$ cat config.mk
export PLATFORM = sky130hd
export DESIGN_NAME = ring_fetch_fifo
export DESIGN_NICKNAME = d
export VERILOG_FILES = /design/src/rtl/rfetch_pkg.sv /design/src/rtl/rfetch_regs.sv /design/src/rtl/rfetch_ptr.sv /design/src/rtl/rfetch_store.sv /design/src/rtl/ring_fetch_fifo.sv
export SDC_FILE = /design/constraint.sdc
export NUM_CORES = 1
export LEC_CHECK = 0
export BUFFER_PORTS_ARGS = -buffer_cell sky130_fd_sc_hd__buf_2
export CAP_MARGIN = 20
export CORE_MARGIN = 2
export CORE_UTILIZATION = 39
export CTS_CLUSTER_DIAMETER = 30
export DETAILED_ROUTE_END_ITERATION = 8
export HOLD_SLACK_MARGIN = 0.03
export PLACE_DENSITY = 0.56
export SYNTH_ARGS = -nofsm -noshare
export SYNTH_HDL_FRONTEND = slang
export SYNTH_HIERARCHICAL = 1
export SYNTH_SLANG_ARGS = --single-unit
$ cat constraint.sdc
create_clock -name clk -period 8.95 [get_ports clk]
set_clock_uncertainty 0.1 [all_clocks]
set_input_delay 1.79 -clock clk [delete_from_list [all_inputs] [get_ports clk]]
set_output_delay 1.79 -clock clk [all_outputs]
set_load 0.02 [all_outputs]
$ cat src/rtl/rfetch_pkg.sv
package rfetch_pkg;

    localparam int REG_W      = 32;
    localparam int BEAT_W     = 64;
    localparam int BEAT_SHIFT = 3;

    localparam int EN_BIT     = 31;
    localparam int LOAD_BIT   = 12;
    localparam int THR_LSB    = 16;
    localparam int DEP_LSB    = 24;

    typedef enum logic [2:0] {
        RA_CTRL   = 3'd0,
        RA_STORE  = 3'd1,
        RA_START  = 3'd2,
        RA_LAST   = 3'd3,
        RA_CUR    = 3'd4
    } reg_idx_e;

endpackage

$ cat src/rtl/rfetch_regs.sv
module rfetch_regs
    import rfetch_pkg::*;
#(
    parameter int ADDR_W = 32,
    parameter int LINE_W = 4,
    localparam int WA_W  = ADDR_W - BEAT_SHIFT
) (
    input  logic              clk,
    input  logic              rst_n,
    input  logic              wr_en,
    input  logic [2:0]        wr_idx,
    input  logic [REG_W-1:0]  wr_data,
    input  logic [2:0]        rd_idx,
    output logic [REG_W-1:0]  rd_data,
    input  logic [WA_W-1:0]   cur_wa,
    output logic              en,
    output logic              load_pulse,
    output logic [WA_W-1:0]   start_wa,
    output logic [WA_W-1:0]   last_wa,
    output logic [LINE_W-1:0] depth_m1,
    output logic [LINE_W-1:0] thr
);

    typedef struct packed {
        logic              en;
        logic              load;
        logic [LINE_W-1:0] depth;
        logic [LINE_W-1:0] thr;
        logic [WA_W-1:0]   start;
        logic [WA_W-1:0]   last;
    } regs_t;

    localparam logic [LINE_W-1:0] DEPTH_RST = '1;
    localparam logic [LINE_W-1:0] THR_RST   = {1'b0, {(LINE_W-1){1'b1}}};

    regs_t r_d, r_q;
    logic  wdata_unused;

    assign wdata_unused = ^{wr_data[BEAT_SHIFT-1:0], wr_data[REG_W-1 -: 1]};

    always_comb begin
        r_d        = r_q;
        load_pulse = 1'b0;
        if (wr_en) begin
            case (wr_idx)
                RA_CTRL: begin
                    r_d.en = wr_data[EN_BIT];
                end
                RA_STORE: begin
                    r_d.load   = wr_data[LOAD_BIT];
                    r_d.depth  = wr_data[DEP_LSB +: LINE_W];
                    r_d.thr    = wr_data[THR_LSB +: LINE_W];
                    load_pulse = wr_data[LOAD_BIT] && !r_q.load;
                end
                RA_START: begin
                    r_d.start = wr_data[ADDR_W-1:BEAT_SHIFT];
                end
                RA_LAST: begin
                    r_d.last = wr_data[ADDR_W-1:BEAT_SHIFT];
                end
                default: begin
                    r_d = r_q;
                end
            endcase
        end
    end

    always_ff @(posedge clk) begin
        if (!rst_n) begin
            r_q.en    <= 1'b0;
            r_q.load  <= 1'b0;
            r_q.depth <= DEPTH_RST;
            r_q.thr   <= THR_RST;
            r_q.start <= '0;
            r_q.last  <= '0;
        end else begin
            r_q <= r_d;
        end
    end

    always_comb begin
        rd_data = '0;
        case (rd_idx)
            RA_CTRL: begin
                rd_data[EN_BIT] = r_q.en;
            end
            RA_STORE: begin
                rd_data[DEP_LSB +: LINE_W] = r_q.depth;
                rd_data[THR_LSB +: LINE_W] = r_q.thr;
                rd_data[LOAD_BIT]          = r_q.load;
            end
            RA_START: rd_data = REG_W'({r_q.start, {BEAT_SHIFT{1'b0}}});
            RA_LAST:  rd_data = REG_W'({r_q.last, {BEAT_SHIFT{1'b0}}});
            RA_CUR:   rd_data = REG_W'({cur_wa, {BEAT_SHIFT{1'b0}}});
            default:  rd_data = '0;
        endcase
    end

    assign en       = r_q.en;
    assign start_wa = r_q.start;
    assign last_wa  = r_q.last;
    assign depth_m1 = r_q.depth;
    assign thr      = r_q.thr;

endmodule

$ cat src/rtl/rfetch_ptr.sv
module rfetch_ptr
    import rfetch_pkg::*;
#(
    parameter int ADDR_W = 32,
    parameter int LINES  = 16,
    localparam int WA_W   = ADDR_W - BEAT_SHIFT,
    localparam int LINE_W = $clog2(LINES),
    localparam int CNT_W  = $clog2(LINES + 1)
) (
    input  logic              clk,
    input  logic              rst_n,
    input  logic              en,
    input  logic              load_pulse,
    input  logic [WA_W-1:0]   start_wa,
    input  logic [WA_W-1:0]   last_wa,
    input  logic [LINE_W-1:0] depth_m1,
    input  logic [LINE_W-1:0] thr,
    input  logic [CNT_W-1:0]  fill,
    input  logic              mem_ack,
    output logic              mem_req,
    output logic [WA_W-1:0]   cur_wa,
    output logic              push
);

    typedef struct packed {
        logic            req;
        logic [WA_W-1:0] cur;
    } ptr_t;

    ptr_t p_d, p_q;
    logic room;
    logic below_thr;
    logic at_last;

    assign room      = (fill <= CNT_W'(depth_m1)) && (fill < CNT_W'(LINES));
    assign below_thr = fill <= CNT_W'(thr);
    assign at_last   = p_q.cur == last_wa;

    always_comb begin
        p_d  = p_q;
        push = 1'b0;
        if (load_pulse) begin
            p_d.cur = start_wa;
            p_d.req = 1'b0;
        end else if (!en) begin
            p_d.req = 1'b0;
        end else if (p_q.req) begin
            if (mem_ack) begin
                push    = 1'b1;
                p_d.req = 1'b0;
                p_d.cur = at_last ? start_wa : p_q.cur + WA_W'(1);
            end
        end else if (room && below_thr) begin
            p_d.req = 1'b1;
        end
    end

    always_ff @(posedge clk) begin
        if (!rst_n) begin
            p_q <= '0;
        end else begin
            p_q <= p_d;
        end
    end

    assign mem_req = p_q.req;
    assign cur_wa  = p_q.cur;

endmodule

$ cat src/rtl/rfetch_store.sv
module rfetch_store
    import rfetch_pkg::*;
#(
    parameter int LINES   = 16,
    localparam int LINE_W = $clog2(LINES),
    localparam int CNT_W  = $clog2(LINES + 1)
) (
    input  logic              clk,
    input  logic              rst_n,
    input  logic              flush,
    input  logic              push,
    input  logic [BEAT_W-1:0] push_data,
    input  logic              pop_ready,
    output logic              pop_valid,
    output logic [BEAT_W-1:0] pop_data,
    output logic [CNT_W-1:0]  fill
);

    typedef struct packed {
        logic [LINE_W-1:0] rd;
        logic [LINE_W-1:0] wr;
        logic [CNT_W-1:0]  cnt;
    } st_t;

    st_t               s_d, s_q;
    logic [BEAT_W-1:0] mem_d [LINES];
    logic [BEAT_W-1:0] mem_q [LINES];
    logic              do_push;
    logic              do_pop;

    function automatic logic [LINE_W-1:0] step(input logic [LINE_W-1:0] p);
        return (p == LINE_W'(LINES - 1)) ? '0 : p + LINE_W'(1);
    endfunction

    assign do_pop  = pop_ready && (s_q.cnt != '0);
    assign do_push = push && (s_q.cnt < CNT_W'(LINES));

    always_comb begin
        s_d   = s_q;
        mem_d = mem_q;
        if (flush) begin
            s_d = '0;
        end else begin
            if (do_push) begin
                mem_d[s_q.wr] = push_data;
                s_d.wr        = step(s_q.wr);
            end
            if (do_pop) begin
                s_d.rd = step(s_q.rd);
            end
            case ({do_push, do_pop})
                2'b10:   s_d.cnt = s_q.cnt + CNT_W'(1);
                2'b01:   s_d.cnt = s_q.cnt - CNT_W'(1);
                default: s_d.cnt = s_q.cnt;
            endcase
        end
    end

    always_ff @(posedge clk) begin
        if (!rst_n) begin
            s_q <= '0;
        end else begin
            s_q <= s_d;
        end
    end

    always_ff @(posedge clk) begin
        mem_q <= mem_d;
    end

    assign pop_valid = s_q.cnt != '0;
    assign pop_data  = mem_q[s_q.rd];
    assign fill      = s_q.cnt;

endmodule

$ cat src/rtl/ring_fetch_fifo.sv
module ring_fetch_fifo
    import rfetch_pkg::*;
#(
    parameter int ADDR_W = 32,
    parameter int LINES  = 16
) (
    input  logic              clk,
    input  logic              rst_n,
    input  logic              reg_wr,
    input  logic [2:0]        reg_waddr,
    input  logic [31:0]       reg_wdata,
    input  logic [2:0]        reg_raddr,
    output logic [31:0]       reg_rdata,
    output logic              mem_req,
    output logic [ADDR_W-1:0] mem_addr,
    input  logic              mem_ack,
    input  logic [63:0]       mem_rdata,
    output logic              pop_valid,
    output logic [63:0]       pop_data,
    input  logic              pop_ready
);

    localparam int WA_W   = ADDR_W - BEAT_SHIFT;
    localparam int LINE_W = $clog2(LINES);
    localparam int CNT_W  = $clog2(LINES + 1);

    logic              en;
    logic              load_pulse;
    logic [WA_W-1:0]   start_wa;
    logic [WA_W-1:0]   last_wa;
    logic [WA_W-1:0]   cur_wa;
    logic [LINE_W-1:0] depth_m1;
    logic [LINE_W-1:0] thr;
    logic [CNT_W-1:0]  fill;
    logic              push;

    rfetch_regs #(.ADDR_W(ADDR_W), .LINE_W(LINE_W)) u_regs (
        .clk        (clk),
        .rst_n      (rst_n),
        .wr_en      (reg_wr),
        .wr_idx     (reg_waddr),
        .wr_data    (reg_wdata),
        .rd_idx     (reg_raddr),
        .rd_data    (reg_rdata),
        .cur_wa     (cur_wa),
        .en         (en),
        .load_pulse (load_pulse),
        .start_wa   (start_wa),
        .last_wa    (last_wa),
        .depth_m1   (depth_m1),
        .thr        (thr)
    );

    rfetch_ptr #(.ADDR_W(ADDR_W), .LINES(LINES)) u_ptr (
        .clk        (clk),
        .rst_n      (rst_n),
        .en         (en),
        .load_pulse (load_pulse),
        .start_wa   (start_wa),
        .last_wa    (last_wa),
        .depth_m1   (depth_m1),
        .thr        (thr),
        .fill       (fill),
        .mem_ack    (mem_ack),
        .mem_req    (mem_req),
        .cur_wa     (cur_wa),
        .push       (push)
    );

    rfetch_store #(.LINES(LINES)) u_store (
        .clk        (clk),
        .rst_n      (rst_n),
        .flush      (load_pulse),
        .push       (push),
        .push_data  (mem_rdata),
        .pop_ready  (pop_ready),
        .pop_valid  (pop_valid),
        .pop_data   (pop_data),
        .fill       (fill)
    );

    assign mem_addr = {cur_wa, {BEAT_SHIFT{1'b0}}};

endmodule

==> impl_metrics.json <==
{
  "nNetsFinal": 2872,
  "chipWidth_um": 346,
  "cp.required_ns": 7.06,
  "status": "finished, final reports clean",
  "antenna_found_initial": 17,
  "grt_pass1_vias": 26300,
  "async_reset_ff_frac": 0,
  "path_cells": "buf_2 > and3b_1 > nand2_1 > o21ai_0 > buf_2",
  "reg2reg_from": "u_ptr/mem_req",
  "timing.final.ws_setup_ns": 3.19,
  "drive_above_1_share": 0.331,
  "grt_max_degree": 144,
  "rsz0062_at_grt": "false",
  "max_slew_margin": 0.266,
  "cp_max_fo": 32,
  "crit_slowest_cell": "and3b_1",
  "cts_sinks": 1135,
  "track_usage": 0.188,
  "rrSetupSlack_ns": 5.21,
  "insertion_delay_ns": 0.80,
  "ant_nets": 0,
  "final_hold_viol_count": 0,
  "via_per_inst": 5.48,
  "wl_um": 112000,
  "core_area_um2": 116000,
  "fillers": 9574,
  "die_h_um": 346,
  "ys_types": 60,
  "synth_seq_cells": 1135,
  "drv_cap": 0,
  "p_per_area_nw_per_um2": 264,
  "hold_path_end": "u_regs/last_wa[16]",
  "leakage_nw": 18.8,
  "clk_transition_reported_paths_ns": 0.04,
  "wl_per_cell_um": 25.0,
  "ir_worst_vdd_v": 0.000210,
  "cts_hold_buf": 0,
  "syn_avg_cell_area_um2": 18.4,
  "via_count": 24600,
  "ys.flop_type": "edfxtp_1",
  "post_cts_buffers": 0,
  "setup_viol_count_final": 0,
  "hold_depth": 2,
  "cts.htree.levels": 4,
  "r2r-end": "u_store/mem_q[958]",
  "dr.pass1.iters": 5,
  "cts_root_buf": "clkbuf_16",
  "cts_tree": "done",
  "dp_slack_ns": 3.23,
  "cp-end-kind": "output port",
  "final_cell_mix": "edfxtp_1, mux4_2, clkbuf_16, buf_2, nand2_1",
  "cts_resized": 0,
  "grt_remaining_overflow": 0,
  "die-area_um2": 119000,
  "syn_inst": 2470,
  "num_rows": 125,
  "min_period_ns": 5.76,
  "cts_made_buffers": 236,
  "cpMostUsedCell": "buf_2",
  "area_growth_pct": 23.4,
  "seq_area_frac_synth": 0.725,
  "netlist_area_um2": 45500,
  "gp_congestion": 0.852,
  "crit_type": "primary input to output port",
  "mostFrequentLayoutCell": "edfxtp_1",
  "drc": 0,
  "start_kind": "primary input",
  "drtIter0Drc": 2327,
  "ys_warn_count": 6,
  "port-buffer-count": 227,
  "fin_tns_setup_ns": 0,
  "fmax_mhz": 174,
  "synth-edff-count": 1024,
  "min_period_over_period": 0.643,
  "dp_hpwl_um": 60000,
  "reg2reg_depth": 8,
  "initial_core_util": 0.393,
  "cts_buffer_depth": 3,
  "max_stage_delay_ns": 0.93,
  "ios": 237,
  "critPathArrivalTime_ns": 3.87,
  "min_from": "u_regs/last_wa[16]",
  "grt_pass1_wl_um": 167000,
  "hold_path.class": "flop to flop",
  "drv_slew": 0,
  "worstMarginPinSlew_ns": 1.10
}
critical path, delay by kind of cell:
| family | cells | cell delay, ns |
|---|---|---|
| compound gates | 1 | 0.17 |
| buf+inv | 2 | 0.82 |
| simple gates | 2 | 1.06 |
metrics by stage:
stage               hold WS [ns]  instance area (um2)  std cells  power [mW]   util
finish                     0.386                56200       4484        14.8  0.485
global route               0.417                56200       4483        15.3  0.485
CTS                        0.385                56100       4481        15.0  0.484
detailed placement         0.379                47800       4031        6.10  0.413
global placement           0.371                47700       4028        6.08  0.412
floorplan                  0.350                45500       2474        6.00      -
logic make-up (layout without fill, tap and decap cells):
family                     count (synthesis)  after routing  synth area share
other                                      2              8          0.000165
muxes                                    276            276             0.131
and+or+nand+nor                          363            363            0.0387
buffers and inverters                    253            737            0.0329
DFF                                     1135           1135             0.725
xor gates and xnor gates                  60             60            0.0115
AOI/OAI and AO/OA                        362            362            0.0555
adders and majority gates                 19             19           0.00539
power by group:
group	total (mW)	switching [mW]	internal, mW
Clock	8.84	2.95	5.89
Sequential	5.80	0.00771	5.79
Combinational	0.209	0.159	0.0502
worst max path at each step:
stage	startpoint	to	slack [ns]
final	reg_raddr[0]	reg_rdata[5]	3.19
after global routing	reg_raddr[0]	reg_rdata[5]	3.11
after CTS	reg_raddr[0]	reg_rdata[6]	3.28
after detailed placement	reg_waddr[1]	u_store/mem_q[817]	3.23
after global placement	reg_waddr[1]	u_store/mem_q[606]	3.09
after floorplan	reg_waddr[2]	u_store/mem_q[1000]	0.83
sequential cells by signal (all words and copies together), names as in the netlist:
name	cells
u_ptr/cur_wa	29
u_store/fill	5
u_store/s_q	8
u_regs/en	1
u_regs/last_wa	29
u_ptr/mem_req	1
u_regs/depth_m1	4
u_regs/start_wa	29
u_regs/r_q	1
u_regs/thr	4
u_store/mem_q	1024
synthesized netlist by cell type, types with 9 or more instances:
cell type | count | area share
edfxtp_1 | 1024 | 0.68
mux4_2 | 256 | 0.13
nand2_1 | 169 | 0.014
a22oi_1 | 156 | 0.026
dfxtp_1 | 111 | 0.049
buf_4 | 92 | 0.015
o21ai_0 | 85 | 0.0093
nand3_1 | 71 | 0.0078
clkbuf_1 | 68 | 0.0056
xor2_1 | 51 | 0.0098
buf_2 | 39 | 0.0043
nor2_1 | 30 | 0.0025
a22o_1 | 29 | 0.0056
buf_6 | 20 | 0.0049
mux2i_1 | 20 | 0.0044
buf_1 | 19 | 0.0016
ha_1 | 18 | 0.0049
nand4_1 | 16 | 0.0022
o21ai_1 | 14 | 0.0015
a32o_1 | 13 | 0.0029
o31ai_1 | 13 | 0.0021
or3_1 | 13 | 0.0018
a31o_2 | 12 | 0.0023
inv_1 | 12 | 0.00099
nor3_1 | 11 | 0.0012
o211ai_1 | 10 | 0.0016
a21oi_1 | 9 | 0.00099
nor4_1 | 9 | 0.0012
o22ai_1 | 9 | 0.0012
xnor2_1 | 9 | 0.0017
metal layers:
metal  GRT usage  share of wire  vias up
met3      0.0446          0.062      199
met4      0.0639          0.022       18
li1            -              -    10600
met2       0.317           0.51      836
met1       0.238           0.41    12900
met5           0        0.00088        -
final cells by class:
type	instances	area, um2	share of cell area
repair buffers	275	1700	0.0303
clock inverters	187	2280	0.0405
flip-flops and latches	1135	33000	0.587
multi-input cells	1086	11200	0.200
inverters	12	45.0	0.000802
clock buffers	263	6040	0.108
diodes	2	5.00	0.0000891
well taps	1524	1910	0.0340
Power figures use the tool's default switching activity.
